==> src/rtl/rtc_pkg.sv <==
package rtc_pkg;

  localparam logic [7:0] IDX_SEC  = 8'h00;
  localparam logic [7:0] IDX_MIN  = 8'h02;
  localparam logic [7:0] IDX_HOUR = 8'h04;
  localparam logic [7:0] IDX_WDAY = 8'h06;
  localparam logic [7:0] IDX_MDAY = 8'h07;
  localparam logic [7:0] IDX_MON  = 8'h08;
  localparam logic [7:0] IDX_YEAR = 8'h09;
  localparam logic [7:0] IDX_CTLA = 8'h0A;
  localparam logic [7:0] IDX_CTLB = 8'h0B;
  localparam logic [7:0] IDX_CTLC = 8'h0C;

  localparam logic [6:0] CTLA_RATE  = 7'h26;
  localparam logic [7:0] CTLB_VALUE = 8'h46;
  localparam logic [7:0] MONTH_BIAS = 8'd1;
  localparam logic [7:0] YEAR_BIAS  = 8'd52;
  localparam logic [11:0] BASE_YEAR = 12'd1900;

  typedef enum logic [3:0] {
    SRC_ZERO, SRC_CTLA, SRC_CTLB, SRC_SEC, SRC_MIN, SRC_HOUR,
    SRC_WDAY, SRC_MDAY, SRC_MON, SRC_YEAR
  } rd_src_e;

  typedef struct packed {
    logic    load;
    rd_src_e src;
    logic    uip;
  } ctl_strobe_t;

endpackage

==> src/rtl/rtc_ctrl.sv <==
module rtc_ctrl
  import rtc_pkg::*;
(
  input  logic        clk,
  input  logic        rstN,
  input  logic        rdEn,
  input  logic        wrEn,
  input  logic        portSel,
  input  logic [7:0]  wrData,
  output ctl_strobe_t strobe,
  output logic        errPulse
);

  logic [7:0] indexReg;
  logic       uipFlag;
  rd_src_e    srcSel;
  logic       idxBad;
  logic       dataRead;
  logic       errNext;

  always_comb begin
    idxBad = 1'b0;
    case (indexReg)
      IDX_SEC:  srcSel = SRC_SEC;
      IDX_MIN:  srcSel = SRC_MIN;
      IDX_HOUR: srcSel = SRC_HOUR;
      IDX_WDAY: srcSel = SRC_WDAY;
      IDX_MDAY: srcSel = SRC_MDAY;
      IDX_MON:  srcSel = SRC_MON;
      IDX_YEAR: srcSel = SRC_YEAR;
      IDX_CTLA: srcSel = SRC_CTLA;
      IDX_CTLB: srcSel = SRC_CTLB;
      IDX_CTLC: srcSel = SRC_ZERO;
      default: begin
        srcSel = SRC_ZERO;
        idxBad = 1'b1;
      end
    endcase
  end

  assign dataRead    = rdEn && portSel;
  assign errNext     = (rdEn && !portSel) || (wrEn && portSel) || (dataRead && idxBad);
  assign strobe.load = dataRead;
  assign strobe.src  = srcSel;
  assign strobe.uip  = uipFlag;

  always_ff @(posedge clk) begin
    if (!rstN) begin
      indexReg <= 8'h00;
      uipFlag  <= 1'b1;
      errPulse <= 1'b0;
    end else begin
      if (wrEn && !portSel) indexReg <= wrData;
      if (dataRead && srcSel == SRC_CTLA) uipFlag <= ~uipFlag;
      errPulse <= errNext;
    end
  end

endmodule

==> src/rtl/rtc_calendar.sv <==
module rtc_calendar
  import rtc_pkg::*;
#(
  parameter int TICKS_PER_SEC = 50_000_000,
  parameter int PERIODIC_RATE = 1024
) (
  input  logic        clk,
  input  logic        rstN,
  input  ctl_strobe_t strobe,
  input  logic [7:0]  presetSec,
  input  logic [7:0]  presetMin,
  input  logic [7:0]  presetHour,
  input  logic [7:0]  presetWday,
  input  logic [7:0]  presetMday,
  input  logic [7:0]  presetMon,
  input  logic [7:0]  presetYear,
  output logic [7:0]  rdData,
  output logic        rdValid,
  output logic        periodicIrq
);

  localparam int PER_DIV = TICKS_PER_SEC / PERIODIC_RATE;
  localparam int SEC_W   = $clog2(TICKS_PER_SEC);
  localparam int PER_W   = $clog2(PER_DIV);
  localparam logic [SEC_W-1:0] SEC_LAST = SEC_W'(TICKS_PER_SEC - 1);
  localparam logic [PER_W-1:0] PER_LAST = PER_W'(PER_DIV - 1);

  logic [SEC_W-1:0] secDiv;
  logic [PER_W-1:0] perDiv;
  logic             secTick;

  logic [7:0] sec, min, hour, wday, mday, mon, year;
  logic [7:0] nSec, nMin, nHour, nWday, nMday, nMon, nYear;
  logic [7:0] monthDays;
  logic [7:0] muxData;

  function automatic logic isLeap(input logic [7:0] yr);
    logic [11:0] full;
    full = BASE_YEAR + {4'd0, yr};
    return (full[1:0] == 2'b00) &&
           (((full % 12'd100) != 12'd0) || ((full % 12'd400) == 12'd0));
  endfunction

  always_comb begin
    case (mon)
      8'd1:                      monthDays = isLeap(year) ? 8'd29 : 8'd28;
      8'd3, 8'd5, 8'd8, 8'd10:   monthDays = 8'd30;
      default:                   monthDays = 8'd31;
    endcase
  end

  assign secTick = (secDiv == SEC_LAST);

  always_comb begin
    nSec = sec; nMin = min; nHour = hour; nWday = wday;
    nMday = mday; nMon = mon; nYear = year;
    if (secTick) begin
      if (sec != 8'd59) nSec = sec + 8'd1;
      else begin
        nSec = 8'd0;
        if (min != 8'd59) nMin = min + 8'd1;
        else begin
          nMin = 8'd0;
          if (hour != 8'd23) nHour = hour + 8'd1;
          else begin
            nHour = 8'd0;
            nWday = (wday == 8'd6) ? 8'd0 : wday + 8'd1;
            if (mday != monthDays) nMday = mday + 8'd1;
            else begin
              nMday = 8'd1;
              if (mon != 8'd11) nMon = mon + 8'd1;
              else begin
                nMon  = 8'd0;
                nYear = year + 8'd1;
              end
            end
          end
        end
      end
    end
  end

  always_comb begin
    case (strobe.src)
      SRC_CTLA: muxData = {strobe.uip, CTLA_RATE};
      SRC_CTLB: muxData = CTLB_VALUE;
      SRC_SEC:  muxData = sec;
      SRC_MIN:  muxData = min;
      SRC_HOUR: muxData = hour;
      SRC_WDAY: muxData = wday;
      SRC_MDAY: muxData = mday;
      SRC_MON:  muxData = mon + MONTH_BIAS;
      SRC_YEAR: muxData = year - YEAR_BIAS;
      default:  muxData = 8'h00;
    endcase
  end

  always_ff @(posedge clk) begin
    if (!rstN) begin
      secDiv <= '0;
      sec  <= presetSec;  min  <= presetMin;  hour <= presetHour;
      wday <= presetWday; mday <= presetMday; mon  <= presetMon;
      year <= presetYear;
    end else begin
      secDiv <= secTick ? '0 : secDiv + 1'b1;
      sec  <= nSec;  min  <= nMin;  hour <= nHour;
      wday <= nWday; mday <= nMday; mon  <= nMon;
      year <= nYear;
    end
  end

  always_ff @(posedge clk) begin
    if (!rstN) begin
      perDiv      <= '0;
      periodicIrq <= 1'b0;
    end else begin
      perDiv      <= (perDiv == PER_LAST) ? '0 : perDiv + 1'b1;
      periodicIrq <= (perDiv == PER_LAST);
    end
  end

  always_ff @(posedge clk) begin
    if (!rstN) begin
      rdData  <= 8'h00;
      rdValid <= 1'b0;
    end else begin
      rdValid <= strobe.load;
      if (strobe.load) rdData <= muxData;
    end
  end

endmodule

==> src/rtl/rtc_index_port.sv <==
module rtc_index_port
  import rtc_pkg::*;
#(
  parameter int TICKS_PER_SEC = 50_000_000,
  parameter int PERIODIC_RATE = 1024
) (
  input  logic       clk,
  input  logic       rstN,
  input  logic       rdEn,
  input  logic       wrEn,
  input  logic       portSel,
  input  logic [7:0] wrData,
  input  logic [7:0] presetSec,
  input  logic [7:0] presetMin,
  input  logic [7:0] presetHour,
  input  logic [7:0] presetWday,
  input  logic [7:0] presetMday,
  input  logic [7:0] presetMon,
  input  logic [7:0] presetYear,
  output logic [7:0] rdData,
  output logic       rdValid,
  output logic       errPulse,
  output logic       periodicIrq
);

  ctl_strobe_t strobe;

  rtc_ctrl u_ctrl (
    .clk(clk), .rstN(rstN), .rdEn(rdEn), .wrEn(wrEn), .portSel(portSel),
    .wrData(wrData), .strobe(strobe), .errPulse(errPulse)
  );

  rtc_calendar #(
    .TICKS_PER_SEC(TICKS_PER_SEC), .PERIODIC_RATE(PERIODIC_RATE)
  ) u_cal (
    .clk(clk), .rstN(rstN), .strobe(strobe),
    .presetSec(presetSec), .presetMin(presetMin), .presetHour(presetHour),
    .presetWday(presetWday), .presetMday(presetMday), .presetMon(presetMon),
    .presetYear(presetYear),
    .rdData(rdData), .rdValid(rdValid), .periodicIrq(periodicIrq)
  );

endmodule

==> config.mk <==
export PLATFORM = sky130hd
export DESIGN_NAME = rtc_index_port
export DESIGN_NICKNAME = d
export VERILOG_FILES = /design/src/rtl/rtc_pkg.sv /design/src/rtl/rtc_ctrl.sv /design/src/rtl/rtc_calendar.sv /design/src/rtl/rtc_index_port.sv
export SDC_FILE = /design/constraint.sdc
export NUM_CORES = 1
export LEC_CHECK = 0
export BUFFER_PORTS_ARGS = -buffer_cell sky130_fd_sc_hd__buf_2
export CAP_MARGIN = 10
export CORE_MARGIN = 1.5
export CORE_UTILIZATION = 35
export CTS_CLUSTER_SIZE = 8
export DETAILED_ROUTE_END_ITERATION = 8
export PLACE_DENSITY_LB_ADDON = 0.08
export SLEW_MARGIN = 20
export SYNTH_ARGS = -nofsm -noshare
export SYNTH_HDL_FRONTEND = slang
export SYNTH_SLANG_ARGS = --single-unit
==> constraint.sdc <==
create_clock -name clk -period 9.15 [get_ports clk]
set_input_delay 0.915 -clock clk [delete_from_list [all_inputs] [get_ports clk]]
set_output_delay 0.915 -clock clk [all_outputs]
set_load 0.1 [all_outputs]
==> impl_summary.log <==
[metrics] Worst-Skew Late Latency: ~410 ps
[metrics] Sw Share: 28.95%
[metrics] slack of the worst reg-to-reg path: 4680 ps
[metrics] status: finished clean
[metrics] worst path required time: just over 9000 ps
[metrics] Syn. warnings: 0
[metrics] maximum number of pins on one net before global-route repair: 56
[metrics] sequence of cells on the critical path: inv_1 -> ha_1 -> or3_4 -> a21oi_1 -> a221o_1 -> nor2_1 -> a311oi_1 -> o21ai_0 -> a211oi_1 -> a21boi_4 -> or4_1 -> nand3_1
[metrics] crit path max fanout: 20
[metrics] switching power: between 0.4 and 0.5 mW
[metrics] TritonCTS buffer count: 17
[metrics] setup repair after global routing missed its margin: false
[metrics] overall global routing resource usage: 18.46%
[metrics] floorplan die height: around 150 um
[metrics] synthesized flop and latch total: 118
[metrics] arrival time reported for the critical path endpoint: ~4500 ps
[metrics] Vias: 5,943
[metrics] total detailed-routing wirelength: 19,250 um
[metrics] async set-or-reset flop fraction in the synthesized netlist: 0%
[metrics] last weighted congestion value of the routability-driven placer: 0.8412
[metrics] leakage power: 3.054 nW
[metrics] maximum root-to-sink buffer count: 2
[metrics] setup violation total in the final timing report: 0
[metrics] number of stages on the worst setup path: 12
[metrics] Final Hold Fails: 0
[metrics] number of antenna diodes: 0
[metrics] number of antenna violations at the first check in global routing: 0
[metrics] std cell rows: 51
[metrics] Overflow after GRT: 0
[metrics] CTS HTree Levels: 4
[metrics] CORE AREA: 19,650 um2
[metrics] clk root buf: clkbuf_16
[metrics] max-slew violation count: 0
[metrics] measured slew at the worst slew-check pin: 982.3 ps
[metrics] sinks on the clock net: 118
[metrics] count of fill cells added during filler insertion: 2,039
[metrics] kind of cell with the highest combined delay on the critical path: compound AO/OA/AOI/OAI gates
[metrics] Largest register FFs: 26
[metrics] registers with the highest flip-flop counts: u_cal.secDiv: 26 flops, u_cal.perDiv: 16 flops
[metrics] post-layout net count: 911
[metrics] worst rel slew slack: 34.01%
[metrics] number of buffers inserted by hold repair at cts: 0
[metrics] Layout area overhead: 17.46%
[metrics] Yosys cell types: 85
[metrics] vias in the first global route: between 5,000 and 6,000
[metrics] areal power density over the cells: approximately 180 nW/um2
[metrics] Slowest-stage cell, CP: edfxtp_1
[metrics] Max VDD drop: 0.1168 mV
[metrics] buffers and inverters on the worst path: 1
[metrics] Worst Reg-to-Reg Cells: 12
[metrics] Max Clock Freq: about 220 MHz
[metrics] kind of critical path: flop to flop
[metrics] antenna viol nets, final: 0
[metrics] total nets after synthesis: 836
[metrics] number of maximum-capacitance violations: 0
[metrics] number of enable flip-flop cells after synthesis: 56
[metrics] peak per-stage delay on the critical path: 800 ps
[metrics] port bufs: 79
[metrics] number of placed I/O pins: 80
[metrics] Detailed Route Iter0 Violations: 425
[metrics] Tcrit/Tclk final: roughly half
[metrics] combined area of the multi-input logic cells: 3931 um2
[metrics] share of layout cells above drive strength 1: 18.28%
[metrics] worst min-delay path category: flop to flop
[metrics] average wire per cell in the routed design: 17.46 um
[metrics] cts repair resizes: 0
[metrics] overall power of the completed layout: 1.492 mW
[metrics] TNS Setup: 0 ps
[metrics] largest register by flop count: u_cal.secDiv
[metrics] Post-CTS Setup Repair Bufs: 0
[metrics] endpoint kind of the worst setup timing path: flop
[metrics] Fin Clk Skew: 10.29 ps
[metrics] wire length of the first global-routing pass: 31,260 um
[metrics] TritonCTS clock tree: yes
[metrics] Clk pin slew, worst setup/hold paths: 60 ps
[metrics] vias per cell: 5.393
[metrics] Internal Dissipation: 1.060 mW
[metrics] portion of total power attributed to combinational logic: 13.8%
[metrics] average cell area after synthesis: 9.433 um2
[metrics] cell area after synthesis: roughly 7100 um2
[metrics] count of cells along the worst hold path: 1
[metrics] placed wire-length estimate after detailed placement: about 14,000 um
[metrics] DR pass1 iterations: 6
[metrics] dominant synthesized flop cell: dfxtp_1
[metrics] DRC Markers: 0
[metrics] share of total power in sequential cells: about two fifths
[metrics] flip-flop and latch area: 2923 um2
[metrics] Critical Path Source Type: flop
[metrics] minimum clock period after layout: 4475 ps
[metrics] synthesized netlist cell count: 749
[metrics] sequential cell area fraction in the yosys report: 41.37%
[metrics] Die Span X: 145.1 um
[metrics] initial standard-cell utilization of the core: between 30 and 40%
[metrics] share of total power in the clock network: between 40% and 50%
[metrics] Die Footprint: 21,050 um2
[stage by stage]
step | setup WS, ps | instances | cell area (um2) | hold WS [ps] | util, %
detailed placement | 4741 | 1070 | 7690 | 435.5 | 39.13
floorplan | 5514 | 749 | 7066 | 413.2 | -
CTS | 4719 | 1102 | 8292 | 444.0 | 42.19
finish | 4675 | 1102 | 8299 | 437.5 | 42.23
global route | 4405 | 1102 | 8299 | 452.0 | 42.23
global placement | 4881 | 1070 | 7690 | 426.8 | 39.13
[layout by cell type, fill, tap and decap left out, drive strengths merged, types with 4 or more instances in the layout]
cell type  netlist  routed
o2bb2ai         35      35
nor4             6       6
dfxtp           62      62
a22oi           15      15
xnor2           37      37
nand3           54      54
mux2i            9       9
a211oi           4       4
o211ai           5       5
o2111ai          4       4
xor2            48      48
and3            28      28
edfxtp          56      56
a21oi           37      37
clkbuf          17      18
mux2             5       5
and2             9       9
nand4            7       7
nand2           43      43
o21ai           21      21
buf             11      84
nor2           103     103
inv             20      31
a31oi            4       4
or3              5       5
nor2b            6       6
ha              18      18
nor3            15      15
[worst register-to-register path, stage by stage, from the launching register on]
cell      delay, ps
edfxtp_1        800
inv_1           150
ha_1            400
or3_4           410
a21oi_1         240
a221o_1         260
nor2_1           90
a311oi_1        270
o21ai_0         120
a211oi_1        480
a21boi_4        320
or4_1           150
nand3_1         370
[synthesized netlist by cell type (3+ instances only)]
library cell / instances / area share [%]
dfxtp_1: 62 / 18
buf_1: 5 / 0.27
nor2b_1: 6 / 0.53
a22oi_1: 15 / 1.6
nor4_1: 6 / 0.53
nand3_1: 54 / 3.8
edfxtp_1: 56 / 24
nor3b_1: 3 / 0.32
clkbuf_1: 15 / 0.80
xor2_1: 48 / 6.0
nand2_1: 43 / 2.3
o211ai_1: 5 / 0.53
o21ai_0: 17 / 1.2
buf_6: 3 / 0.48
and2_1: 7 / 0.62
a22o_1: 3 / 0.37
xnor2_1: 37 / 4.6
ha_1: 18 / 3.2
o2111ai_1: 4 / 0.50
o2bb2ai_1: 35 / 4.3
or3_1: 3 / 0.27
mux2_2: 5 / 0.80
nor2_1: 102 / 5.4
a21oi_1: 35 / 2.5
nand4_1: 7 / 0.62
inv_1: 18 / 0.96
o31ai_1: 3 / 0.32
mux2i_1: 9 / 1.3
and3_1: 28 / 2.5
a31oi_1: 3 / 0.27
a221o_1: 3 / 0.43
nor3_1: 13 / 0.92
o21ai_2: 3 / 0.37
o41ai_1: 3 / 0.37
a222oi_1: 3 / 0.43
nor4b_1: 3 / 0.37
[path summary, 6_finish.rpt]
check	from	to
worst max-delay path	u_cal.year[2]	u_cal.year[0]
worst min-delay path	u_cal.perDiv[0]	u_cal.perDiv[0]
worst max register to register	u_cal.year[2]	u_cal.year[0]
worst min register to register	u_cal.perDiv[0]	u_cal.perDiv[0]
[power by group through the flow]
| stage | Clock, mW | Sequential, mW | Combinational (mW) |
|---|---|---|---|
| 2_1_floorplan | 0 | 0.617 | 0.144 |
| 3_3_place_gp | 0 | 0.618 | 0.203 |
| 3_5_place_dp | 0 | 0.619 | 0.205 |
| 4_1_cts | 0.695 | 0.607 | 0.207 |
| 5_1_grt | 0.718 | 0.611 | 0.226 |
| 6_report | 0.678 | 0.608 | 0.206 |
[layout make-up]
class	count	area share, %
Tap cell	265	3.995
Clock buffer	18	5.427
Clock inverter	14	1.824
Timing Repair Buffer	84	5.216
Inverter	21	0.9498
Sequential cell	118	35.22
Multi-Input combinational cell	582	47.37
[metal layers]
layer | global-route usage (%) | up-vias | part of all wire, %
li1 | - | 2930 | -
met1 | 25.58 | 2856 | 49
met2 | 29.83 | 145 | 47
met3 | 3.302 | 12 | 3.7
met4 | 4.337 | 0 | 0.78
met5 | 0 | - | 0
[kinds of logic after synthesis]
| logic type | share of synthesized area, % |
|---|---|
| AO/OA/AOI/OAI | 18.36 |
| XOR/XNOR | 10.54 |
| adder cells (fa/ha/maj) | 3.188 |
| buffers and inverters | 3.294 |
| flip-flops | 41.37 |
| multiplexers | 2.072 |
| AND/OR/NAND/NOR | 21.18 |
(Power assumes the default switching activity.)
